`src/rtl/pn_seq_pkg.sv`:
```
package pn_seq_pkg;
  localparam int unsigned EXT_W = 32;

  typedef enum logic {
    MASK_SRC_FIXED = 1'b0,
    MASK_SRC_PORT  = 1'b1
  } mask_src_e;

  // Extend a packed word of width pw held in the low bits of w.
  function automatic logic [EXT_W-1:0] extend_word(input logic [EXT_W-1:0] w,
                                                   input int unsigned pw,
                                                   input logic is_signed);
    logic [EXT_W-1:0] r;
    for (int i = 0; i < EXT_W; i++) begin
      if (i < pw) r[i] = w[i];
      else        r[i] = is_signed & w[pw-1];
    end
    return r;
  endfunction
endpackage

```
`src/rtl/pn_lfsr_core.sv`:
```
module pn_lfsr_core #(
  parameter int unsigned DEG = 8,
  parameter logic [DEG:0] POLY = 9'h11D,
  parameter logic [DEG-1:0] INIT = 8'h01
) (
  input  logic           clk_i,
  input  logic           rst_ni,
  input  logic           step_i,
  input  logic           restart_i,
  output logic [DEG-1:0] state_o
);
  logic [DEG-1:0] state_q;
  logic           fb_w;

  // Taps below the leading term; bit 0 always participates.
  assign fb_w = ^(state_q & POLY[DEG-1:0]);

  always_ff @(posedge clk_i or negedge rst_ni) begin
    if (!rst_ni)        state_q <= INIT;
    else if (restart_i) state_q <= INIT;
    else if (step_i)    state_q <= {fb_w, state_q[DEG-1:1]};
  end

  assign state_o = state_q;

  a_r2_hold: assert property (@(posedge clk_i) disable iff (!rst_ni)
    (!step_i && !restart_i) |=> $stable(state_q));
  a_r5_reload: assert property (@(posedge clk_i) disable iff (!rst_ni)
    restart_i |=> (state_q == INIT));
  a_r1_shift: assert property (@(posedge clk_i) disable iff (!rst_ni)
    (step_i && !restart_i) |=> (state_q[DEG-2:0] == $past(state_q[DEG-1:1])));
endmodule

```
`src/rtl/pn_mask_tap.sv`:
```
module pn_mask_tap
  import pn_seq_pkg::*;
#(
  parameter int unsigned DEG = 8,
  parameter mask_src_e MASK_SRC = MASK_SRC_PORT,
  parameter logic [DEG-1:0] MASK_FIXED = 8'h01
) (
  input  logic [DEG-1:0] state_i,
  input  logic [DEG-1:0] mask_i,
  output logic           bit_o
);
  logic [DEG-1:0] mask_w;

  generate
    if (MASK_SRC == MASK_SRC_PORT) begin : g_port
      assign mask_w = mask_i;
    end else begin : g_fixed
      logic unused_mask;
      assign unused_mask = ^mask_i;
      assign mask_w = MASK_FIXED;
    end
  endgenerate

  assign bit_o = ^(state_i & mask_w);
endmodule

```
`src/rtl/pn_word_packer.sv`:
```
module pn_word_packer #(
  parameter int unsigned PW = 4
) (
  input  logic          clk_i,
  input  logic          rst_ni,
  input  logic          step_i,
  input  logic          restart_i,
  input  logic          bit_i,
  output logic [PW-1:0] word_o,
  output logic          vld_o
);
  localparam int unsigned CW = (PW > 1) ? $clog2(PW) : 1;
  localparam logic [CW-1:0] LAST = CW'(PW - 1);

  logic [PW-1:0] acc_q;
  logic [PW:0]   shift_w;
  logic [CW-1:0] cnt_q;

  assign shift_w = {acc_q, bit_i};

  always_ff @(posedge clk_i or negedge rst_ni) begin
    if (!rst_ni) begin
      acc_q  <= '0;
      cnt_q  <= '0;
      word_o <= '0;
      vld_o  <= 1'b0;
    end else if (restart_i) begin
      cnt_q <= '0;
      vld_o <= 1'b0;
    end else begin
      vld_o <= 1'b0;
      if (step_i) begin
        acc_q <= shift_w[PW-1:0];
        if (cnt_q == LAST) begin
          word_o <= shift_w[PW-1:0];
          vld_o  <= 1'b1;
          cnt_q  <= '0;
        end else begin
          cnt_q <= cnt_q + 1'b1;
        end
      end
    end
  end

  a_r7_cnt_range: assert property (@(posedge clk_i) disable iff (!rst_ni)
    cnt_q <= LAST);
  a_r6_restart_quiet: assert property (@(posedge clk_i) disable iff (!rst_ni)
    restart_i |=> !vld_o);
  a_r7_idle_no_word: assert property (@(posedge clk_i) disable iff (!rst_ni)
    (!step_i || restart_i) |=> !vld_o);

  generate
    if (PW > 1) begin : g_pulse_chk
      a_r7_single_pulse: assert property (@(posedge clk_i) disable iff (!rst_ni)
        vld_o |=> !vld_o);
    end
  endgenerate
endmodule

```
`src/rtl/pn_seq_gen.sv`:
```
module pn_seq_gen
  import pn_seq_pkg::*;
#(
  parameter int unsigned DEG = 8,
  parameter logic [DEG:0] POLY = 9'h11D,
  parameter logic [DEG-1:0] INIT = 8'h01,
  parameter bit MASK_FROM_PORT = 1'b1,
  parameter logic [DEG-1:0] MASK_FIXED = 8'h01,
  parameter bit PACK_EN = 1'b1,
  parameter int unsigned PACK_BITS = 4,
  parameter bit PACK_SIGNED = 1'b0
) (
  input  logic                 clk_i,
  input  logic                 rst_ni,
  input  logic                 en_i,
  input  logic                 restart_i,
  input  logic [DEG-1:0]       mask_i,
  output logic                 bit_o,
  output logic [PACK_BITS-1:0] word_o,
  output logic [EXT_W-1:0]     word_ext_o,
  output logic                 word_vld_o
);
  localparam mask_src_e MSRC = MASK_FROM_PORT ? MASK_SRC_PORT : MASK_SRC_FIXED;

  logic [DEG-1:0] state_w;

  pn_lfsr_core #(.DEG(DEG), .POLY(POLY), .INIT(INIT)) i_core (
    .clk_i     (clk_i),
    .rst_ni    (rst_ni),
    .step_i    (en_i),
    .restart_i (restart_i),
    .state_o   (state_w)
  );

  pn_mask_tap #(.DEG(DEG), .MASK_SRC(MSRC), .MASK_FIXED(MASK_FIXED)) i_tap (
    .state_i (state_w),
    .mask_i  (mask_i),
    .bit_o   (bit_o)
  );

  generate
    if (PACK_EN) begin : g_pack
      logic [EXT_W-1:0] word_pad_w;
      pn_word_packer #(.PW(PACK_BITS)) i_pack (
        .clk_i     (clk_i),
        .rst_ni    (rst_ni),
        .step_i    (en_i),
        .restart_i (restart_i),
        .bit_i     (bit_o),
        .word_o    (word_o),
        .vld_o     (word_vld_o)
      );
      assign word_pad_w = EXT_W'(word_o);
      assign word_ext_o = extend_word(word_pad_w, PACK_BITS, PACK_SIGNED);
    end else begin : g_nopack
      assign word_o     = '0;
      assign word_ext_o = '0;
      assign word_vld_o = 1'b0;
    end
  endgenerate

  initial begin
    a_r1_params: assert (POLY[DEG] && POLY[0] && DEG >= 2 && INIT != '0);
    a_r7_pack_range: assert (PACK_BITS >= 1 && PACK_BITS <= 32);
  end
endmodule

```
`config.mk`:
```
export PLATFORM = sky130hd
export DESIGN_NAME = pn_seq_gen
export DESIGN_NICKNAME = d
export VERILOG_FILES = /design/src/rtl/pn_seq_pkg.sv /design/src/rtl/pn_lfsr_core.sv /design/src/rtl/pn_mask_tap.sv /design/src/rtl/pn_word_packer.sv /design/src/rtl/pn_seq_gen.sv
export SDC_FILE = /design/constraint.sdc
export NUM_CORES = 1
export LEC_CHECK = 0
export BUFFER_PORTS_ARGS = -buffer_cell sky130_fd_sc_hd__buf_4
export CAP_MARGIN = 10
export CORE_UTILIZATION = 45
export DETAILED_ROUTE_END_ITERATION = 10
export PLACE_DENSITY_LB_ADDON = 0.08
export SLEW_MARGIN = 15
export SYNTH_ARGS = -nofsm -noshare
export SYNTH_HDL_FRONTEND = slang
export SYNTH_SLANG_ARGS = --single-unit
```
`constraint.sdc`:
```
create_clock -name clk_i -period 3.6 [get_ports clk_i]
set_clock_uncertainty 0.1 [all_clocks]
set_input_delay 0.54 -clock clk_i [delete_from_list [all_inputs] [get_ports clk_i]]
set_output_delay 0.54 -clock clk_i [all_outputs]
set_load 0.01 [all_outputs]
```
==> results of run 1 <==
[layer usage]
metal	routed length (um)	vias up	track usage
met3	65	2	0.0268
met2	745	27	0.215
li1	-	312	-
met1	645	313	0.166
met4	16	0	0.0694
met5	0	-	0
[final timing paths]
kind / startpoint / to / slack (ns) / depth (start not counted)
worst max-delay path: i_core.state_o[0] / bit_o / 1.27 / 6
worst min-delay path: restart_i / g_pack.i_pack.cnt_q[1] / 0.40 / 2
worst max register to register: i_core.state_o[0] / g_pack.i_pack.acc_q[0] / 2.11 / 5
worst min register to register: g_pack.i_pack.acc_q[2] / g_pack.i_pack.word_o[3] / 0.42 / 1
max in group asynchronous: rst_ni / i_core.state_o[0] / 2.59 / 2
min in group asynchronous: rst_ni / g_pack.i_pack.acc_q[2] / 0.55 / 2
[metrics by stage]
step	hold WS, ns	cells	utilization
after floorplan	0.144	133	-
after global placement	0.324	148	0.503
final	0.397	153	0.523
after detailed placement	0.322	148	0.503
after CTS	0.392	153	0.523
after global routing	0.393	153	0.523
[synthesized netlist by cell type, drive strengths merged (2+ instances only)]
| master | instances |
|---|---|
| nor2 | 11 |
| buf | 33 |
| nand2 | 10 |
| inv | 2 |
| mux2 | 5 |
| dfrtp | 17 |
| xor2 | 2 |
| mux2i | 8 |
| xnor2 | 8 |
[registers in the layout (all words and copies together), names as in the netlist]
| signal | flops |
|---|---|
| g_pack.i_pack.vld_o | 1 |
| g_pack.i_pack.cnt_q | 2 |
| i_core.state_o | 8 |
| g_pack.i_pack.acc_q | 3 |
| g_pack.i_pack.word_o | 4 |
[final cells by class]
| cell class | count | area [um^2] | area share |
|---|---|---|---|
| Timing Repair Buffer | 22 | 168 | 0.143 |
| Multi-Input combinational cell | 79 | 470 | 0.403 |
| Clock buffer | 4 | 36.3 | 0.0310 |
| Sequential cell | 18 | 452 | 0.387 |
| Tap cell | 28 | 35.0 | 0.0300 |
| Inverter | 2 | 7.51 | 0.00642 |
[power by group through the flow]
stage / Sequential, uW / Clock [uW] / Combinational [uW]
after global routing: 246 / 137 / 128
after detailed placement: 246 / 0 / 115
after CTS: 242 / 127 / 116
final: 241 / 120 / 115
after global placement: 245 / 0 / 114
after floorplan: 248 / 0 / 94.7
[critical path, stage by stage, from the launching register on]
cell	delay [ns]
dfstp_2	0.56
nand2_1	0.06
xor2_1	0.15
xnor2_1	0.15
xnor2_1	0.27
inv_1	0.08
buf_4	0.15
[what timing repair did]
action | 4_1_cts | 5_1_grt
endpoints found under the setup margin | 0 | 0
gates resized for setup | 0 | 0
hold buffers | 1 | 0
buffers inserted | 0 | 0
hold endpoints to repair | 3 | 0
[kinds of logic after synthesis]
logic type	synth area share
buffers and inverters	0.238
adders and majority gates	0.0116
muxes	0.127
and+or+nand+nor	0.0883
DFF	0.419
xor gates and xnor gates	0.0883
AOI/OAI and AO/OA	0.0244
other	0.00348
==> results.yml, run 1 <==
outcome:
  status: "finished clean"
drt:
  ant_nets: 0
  routedWlPerCell_um: 9.62
  drt_pass1_iterations: 2
  num_vias: 654
  drt-total-wl_mm: 1.47
  drcViolationCount: 0
  vias_per_cell: 4.27
  drt-initial-drc-count: 6
yosys:
  syn_inst: 106
  yosys.area.top_type: "dfrtp_1"
  synth_ff_type: "dfrtp_1"
  synth_top_area_frac: 0.395
  syn_area_per_cell_um2: 10.2
  ys_ff_latch: 18
  yosysSeqAreaShare: 0.419
  yosysUniqueCellTypes: 22
  synth.area.top_cells: "dfrtp_1, buf_4, mux2i_1"
  ys_async_sr_fraction: 1.00
  synth_edf_count: 0
  yosys_warnings: 0
  netlist_area_um2: 1080
pwr:
  p_sw_frac: 0.274
  switchingPower_uw: 130
  cellPowerDensity_nw_per_um2: 408
  peakVddDrop_v: 0.000217
  total_power_uw: 477
  p_clk_frac: 0.252
  pwr-share-seq: 0.507
  p_leak_uw: 0.000623
  p_int_uw: 346
  power_frac_comb: 0.241
global_route:
  antenna_found_initial: 0
  grt_pass1_wl_mm: 2.53
  gr-total-overflow: 0
  grt_pass1_vias: 583
  track_usage: 0.133
  grt_max_degree: 19
die:
  start_util: 0.482
  core_um2: 2230
  die-area_um2: 2590
  rows: 17
  die_h_um: 50.9
  die_w_um: 50.9
  io-pin-count: 50
sta:
  fin_crit_sh: 0.648
  hold_violations: 0
  period_minus_slack_ns: 2.33
  slew_violations: 0
  setup_viol: 0
  final.setup.worst_slack_ns: 1.27
  final.setup.tns_ns: 0
  clock.fmax_mhz: 429
  rsz0062_at_grt: "no"
clock_tree:
  cts_tree: "yes"
  clock_sinks: 18
  htreeDepth: 1
  clk-insertion-delay-late_ns: 0.28
  numCtsBuffers: 3
  root_buffer: "clkbuf_4"
  clk_pin_slew_ns: 0.10
  cts_max_path_buffers: 2
finish:
  final_nets: 139
  antenna_cells: 0
  layout_commonest_cell: "conb_1"
  final_cell_mix: "conb_1, buf_4, dfrtp_1"
  syn_to_final_growth_pct: 8.48
  layout-drive-gt1-share: 0.264
  design_area_um2: 1170
  fillCellCount: 213
place:
  pre_cts_ws_ns: 1.42
  dp_hpwl_mm: 1.14
  post_dp_cell_area_um2: 1120
  portBuffers: 21
  routabilityCongestion: 0.703
critical_path:
  cp-start-kind: "flop"
  crit_required_ns: 2.96
  crit_path_end_kind: "output pin"
  path_class: "flop to output pin"
  arrival_ns: 1.69
  cp_max_fo: 3
job:
  cap_violations: 0
worst_hold_path:
  holdCritPathClass: "primary input to flop"
No activity file was read; power rests on OpenSTA's default activity.
==> run 2, diff against run 1 <==
--- a/config.mk
+++ b/config.mk
@@ -5,6 +5,7 @@
 export SDC_FILE = /design/constraint.sdc
 export NUM_CORES = 1
 export LEC_CHECK = 0
+export ABC_AREA = 1
 export BUFFER_PORTS_ARGS = -buffer_cell sky130_fd_sc_hd__buf_4
 export CAP_MARGIN = 10
 export CORE_UTILIZATION = 45
==> constraint.sdc (replaced) <==
create_clock -name clk_i -period 2.3 [get_ports clk_i]
set_clock_uncertainty 0.1 [all_clocks]
set_input_delay 0.345 -clock clk_i [delete_from_list [all_inputs] [get_ports clk_i]]
set_output_delay 0.345 -clock clk_i [all_outputs]
set_load 0.01 [all_outputs]
==> run 2 against run 1 <==
  * Non-clock buffer count unchanged
  * Sequential share of layout area fell by 2.9 points
  * Hold slack lost 0.17 ns
  * Area after synthesis up 8.4%
==> results.yml, run 2 <==
critical_path:
  crit_path_end_kind: "output pin"
  cp_max_fo: 3
  cp-start-kind: "flop"
  r2r-start: "i_core.state_o[0]"
  crit_required_ns: 1.86
  startpoint: "i_core.state_o[0]"
  path_class: "flop to output pin"
  r2r_setup_slack_ns: 0.94
  arrival_ns: 1.61
  worstReg2RegEnd: "g_pack.i_pack.word_o[0]"
  reg2reg_depth: 9
finish:
  syn_to_final_growth_pct: 8.36
  layout-drive-gt1-share: 0.250
  final_cell_mix: "nand2_1, conb_1, buf_4"
  layout_commonest_cell: "nand2_1"
  antenna_cells: 0
  final_nets: 182
  largest_reg_flops: 8
yosys:
  synth.area.top_cells: "dfrtp_1, buf_4, nand2_1"
  netlist_area_um2: 1170
  yosysUniqueCellTypes: 22
  syn_area_per_cell_um2: 7.89
  ys_async_sr_fraction: 1.00
  ys_ff_latch: 18
  synth_ff_type: "dfrtp_1"
  yosys_warnings: 0
  yosys.area.top_type: "dfrtp_1"
  synth.top_cells.by_count: "nand2_1, buf_4, dfrtp_1"
  synth_most_common_cell: "nand2_1"
  yosysSeqAreaShare: 0.387
  syn_inst: 148
  synth_edf_count: 0
  synth_top_area_frac: 0.364
global_route:
  grt_pass1_wl_mm: 2.87
  gr-total-overflow: 0
  grt_pass1_vias: 683
  track_usage: 0.146
  busiest_layer: "met2"
  grt_use_met2: 0.247
  met3_usage: 0.0431
  antenna_found_initial: 0
  gr-usage-met1: 0.169
  grt_max_degree: 19
drt:
  drt-initial-drc-count: 9
  drt_pass1_iterations: 4
  num_vias: 847
  drcViolationCount: 0
  drt-total-wl_mm: 1.80
  routedWlPerCell_um: 9.09
  vias_per_cell: 4.28
  ant_nets: 0
pwr:
  p_clk_frac: 0.270
  p_sw_frac: 0.289
  peakVddDrop_v: 0.000475
  power_frac_comb: 0.223
  p_leak_uw: 0.000713
  p_int_uw: 513
  switchingPower_uw: 208
  pwr-share-seq: 0.507
  cellPowerDensity_nw_per_um2: 570
die:
  die_h_um: 52.9
  io-pin-count: 50
  die-area_um2: 2800
  start_util: 0.476
  rows: 18
  core_um2: 2450
  die_w_um: 52.9
clock_tree:
  htreeDepth: 1
  root_buffer: "clkbuf_4"
  numCtsBuffers: 3
  cts_max_path_buffers: 2
  ctsResizeCount: 0
  clk-insertion-delay-late_ns: 0.30
  cts_tree: "yes"
  clk_pin_slew_ns: 0.10
  clock_sinks: 18
place:
  dp_hpwl_mm: 1.45
  pre_cts_ws_ns: 0.571
  routabilityCongestion: 0.721
  portBuffers: 21
sta:
  setup_viol: 0
  clock.fmax_mhz: 486
  fin_crit_sh: 0.895
  slew_violations: 0
  final.setup.worst_slack_ns: 0.241
  rsz0062_at_grt: "no"
  period_minus_slack_ns: 2.06
  hold_violations: 0
  final.setup.tns_ns: 0
outcome:
  status: "finished clean"
worst_hold_path:
  hold_path_startpoint: "en_i"
  whs_path_depth: 4
  min_to: "g_pack.i_pack.cnt_q[0]"
  holdCritPathClass: "primary input to flop"
job:
  cap_violations: 0
## run 2: what timing repair did
| action | CTS | global route |
|---|---|---|
| endpoints found under the setup margin | 0 | 0 |
| hold buffers | 1 | 0 |
| setup buffers | 0 | 0 |
| hold endpoints to repair | 17 | 0 |
## run 2: logic make-up after synthesis
logic type,Yosys count,share of synthesized area
adders and majority gates,1,0.0107
buffers and inverters,54,0.278
and+or+nand+nor,57,0.223
other,1,0.00321
xor gates and xnor gates,4,0.0300
AOI/OAI and AO/OA,13,0.0686
DFF,18,0.387
## run 2: routing by layer
metal	wire length, um	share of wire
met1	797	0.44
met2	876	0.49
met3	86	0.048
met5	0	0
met4	38	0.021
## run 2: how the worst max path moves through the flow
stage / end / slack [ns] / depth (start not counted)
after floorplan: bit_o / 0.76 / 8
after global placement: bit_o / 0.61 / 11
after detailed placement: bit_o / 0.57 / 11
after CTS: bit_o / 0.23 / 9
after global routing: bit_o / 0.14 / 9
final: bit_o / 0.24 / 9
## run 2: critical path, stage by stage, from the launching register on
cell	delay, ns
dfstp_2	0.57
nand2_2	0.07
inv_2	0.06
nand2_1	0.04
nand2_1	0.06
nand2_1	0.04
nand2_1	0.09
nand2_1	0.09
and2_4	0.16
buf_4	0.13
## run 2: power groups by stage
stage	Clock, uW	Sequential, uW	Combinational, uW
after detailed placement	0	372	161
after global routing	218	369	184
after floorplan	0	374	137
final	195	365	161
after global placement	0	371	160
after CTS	201	365	163
## run 2: layout make-up
type	instances	area, um^2
Multi-Input combinational cell	103	493
Sequential cell	18	452
Tap cell	30	37.5
Timing Repair Buffer	22	168
Inverter	21	78.8
Clock buffer	4	36.3
Fill cell	230	1190
## run 2: per-stage QoR
step / hold WS, ns / std cells / utilization / total power [uW] / area, um^2
floorplan: -0.0506 / 175 / - / 510 / 1270
global placement: 0.125 / 193 / 0.496 / 530 / 1220
detailed placement: 0.126 / 193 / 0.496 / 533 / 1220
CTS: 0.231 / 198 / 0.515 / 730 / 1260
global route: 0.234 / 198 / 0.515 / 771 / 1260
finish: 0.229 / 198 / 0.515 / 721 / 1260
==> run 3, diff against run 2 <==
--- a/config.mk
+++ b/config.mk
@@ -9,8 +9,10 @@
 export BUFFER_PORTS_ARGS = -buffer_cell sky130_fd_sc_hd__buf_4
 export CAP_MARGIN = 10
 export CORE_UTILIZATION = 45
+export CTS_BUF_LIST = sky130_fd_sc_hd__clkbuf_16
 export DETAILED_ROUTE_END_ITERATION = 10
 export PLACE_DENSITY_LB_ADDON = 0.08
+export SETUP_SLACK_MARGIN = 0.02
 export SLEW_MARGIN = 15
 export SYNTH_ARGS = -nofsm -noshare
 export SYNTH_HDL_FRONTEND = slang
==> run 3 against run 2 <==
  * Die area unchanged
  * Global-route usage increased by 0.12 points
  * First-iteration DRC count increased by 33%
  * Maximum frequency increased by 2.6%
  * Highest routed layer unchanged
  * Sequential power about the same
  * Critical path depth unchanged
  * Register-to-register slack about the same
  * Non-clock buffer count unchanged
==> results.yml, run 3 (same netlist as run 2, synthesis figures left out) <==
place:
  pre_cts_ws_ns: 0.571
  routabilityCongestion: 0.721
  portBuffers: 21
  post_dp_cell_area_um2: 1220
  dp_hpwl_mm: 1.45
sta:
  rsz0062_at_grt: "no"
  fin_crit_sh: 0.872
  clock.fmax_mhz: 498
  slew_violations: 0
  setup_viol: 0
  final.setup.worst_slack_ns: 0.293
  whs_ns: 0.286
  final.setup.tns_ns: 0
  hold_violations: 0
  period_minus_slack_ns: 2.01
die:
  io-pin-count: 50
  die_h_um: 52.9
  core_um2: 2450
  rows: 18
  die_w_um: 52.9
  start_util: 0.476
  die-area_um2: 2800
critical_path:
  crit_cells: 9
  worstReg2RegEnd: "g_pack.i_pack.word_o[0]"
  crit_family: "simple AND/OR/NAND/NOR gates"
  reg2reg_depth: 9
  startpoint: "i_core.state_o[0]"
  arrival_ns: 1.56
  cp_max_fo: 3
  crit_path_end_kind: "output pin"
  cp-start-kind: "flop"
  path_class: "flop to output pin"
  r2r_setup_slack_ns: 0.93
  cp_num_buf_inv: 2
  slowest_delay_ns: 0.55
  crit_top_cell: "nand2_1"
  crit_required_ns: 1.86
  r2r-start: "i_core.state_o[0]"
  cp_slowest_cell: "dfstp_2"
  crit_end: "bit_o"
  cp_cell_sequence: "nand2_2 -> inv_2 -> nand2_1 -> nand2_1 -> nand2_1 -> nand2_1 -> nand2_1 -> and2_4 -> buf_4"
clock_tree:
  htreeDepth: 1
  cts_max_path_buffers: 2
  root_buffer: "clkbuf_16"
  cts_tree: "yes"
  numCtsBuffers: 3
  clock_sinks: 18
  clk_pin_slew_ns: 0.05
  ctsResizeCount: 0
  clk-insertion-delay-late_ns: 0.25
drt:
  drcViolationCount: 0
  drt_pass1_iterations: 4
  drt-total-wl_mm: 1.85
  routedWlPerCell_um: 9.34
  drt-initial-drc-count: 12
  ant_nets: 0
  num_vias: 846
  vias_per_cell: 4.27
finish:
  antenna_cells: 0
  syn_to_final_growth_pct: 12.0
  layout-drive-gt1-share: 0.244
  layout_commonest_cell: "nand2_1"
  final_nets: 182
  largest_reg_flops: 8
  final_cell_mix: "nand2_1, conb_1, buf_4"
  design_area_um2: 1310
pwr:
  cellPowerDensity_nw_per_um2: 669
  p_leak_uw: 0.000731
  peakVddDrop_v: 0.000512
global_route:
  grt_pass1_wl_mm: 2.90
  grt_max_degree: 19
  track_usage: 0.147
  antenna_found_initial: 0
  gr-total-overflow: 0
  grt_pass1_vias: 701
worst_hold_path:
  whs_path_depth: 4
  holdCritPathClass: "primary input to flop"
outcome:
  status: "finished clean"
job:
  cap_violations: 0
run 3: area by class of cell:
class | instances | area, um^2
tap | 30 | 37.5
fill | 224 | 1150
timing repair buffer | 22 | 168
clock buffer | 3 | 75.1
sequential | 18 | 452
inverter | 21 | 78.8
multi-input combinational | 103 | 493
clock inverter | 1 | 3.75
run 3: worst register-to-register path, stage by stage (launching register included):
cell     delay [ns]
dfstp_2        0.55
nand2_2        0.08
inv_2          0.06
nand2_1        0.04
nand2_1        0.06
nand2_1        0.04
nand2_1        0.09
nand2_1        0.09
nand3_1        0.09
nand2_1        0.05
run 3: layer usage:
layer / vias up / wire length, um / global-route usage
li1: 434 / - / -
met5: - / 0 / 0
met3: 5 / 82 / 0.0259
met1: 379 / 778 / 0.169
met2: 28 / 948 / 0.251
met4: 0 / 39 / 0.0921
run 3: timing repair:
| action | CTS | global route |
|---|---|---|
| buffers inserted | 0 | 0 |
| endpoints found under the hold margin | 17 | 0 |
| hold buffers | 1 | 0 |
run 3: worst min path at each step:
stage | startpoint | to | slack [ns]
final | en_i | g_pack.i_pack.cnt_q[0] | 0.29
after CTS | en_i | g_pack.i_pack.cnt_q[0] | 0.29
after global placement | rst_ni | g_pack.i_pack.word_o[0] | 0.13
after detailed placement | rst_ni | g_pack.i_pack.word_o[0] | 0.13
after global routing | en_i | g_pack.i_pack.cnt_q[0] | 0.32
after floorplan | rst_ni | g_pack.i_pack.acc_q[0] | -0.05
run 3: where the power goes:
group	switching [uW]	internal [uW]	leakage [uW]
logic	91.0	70.3	0.000452
registers	19.4	347	0.000240
clock network	116	231	0.0000385
run 3: stage by stage:
stage | std cells | power, uW | util
6_report | 198 | 875 | 0.533
5_1_grt | 198 | 917 | 0.533
2_1_floorplan | 175 | 510 | -
3_3_place_gp | 193 | 530 | 0.496
4_1_cts | 198 | 886 | 0.533
3_5_place_dp | 193 | 533 | 0.496
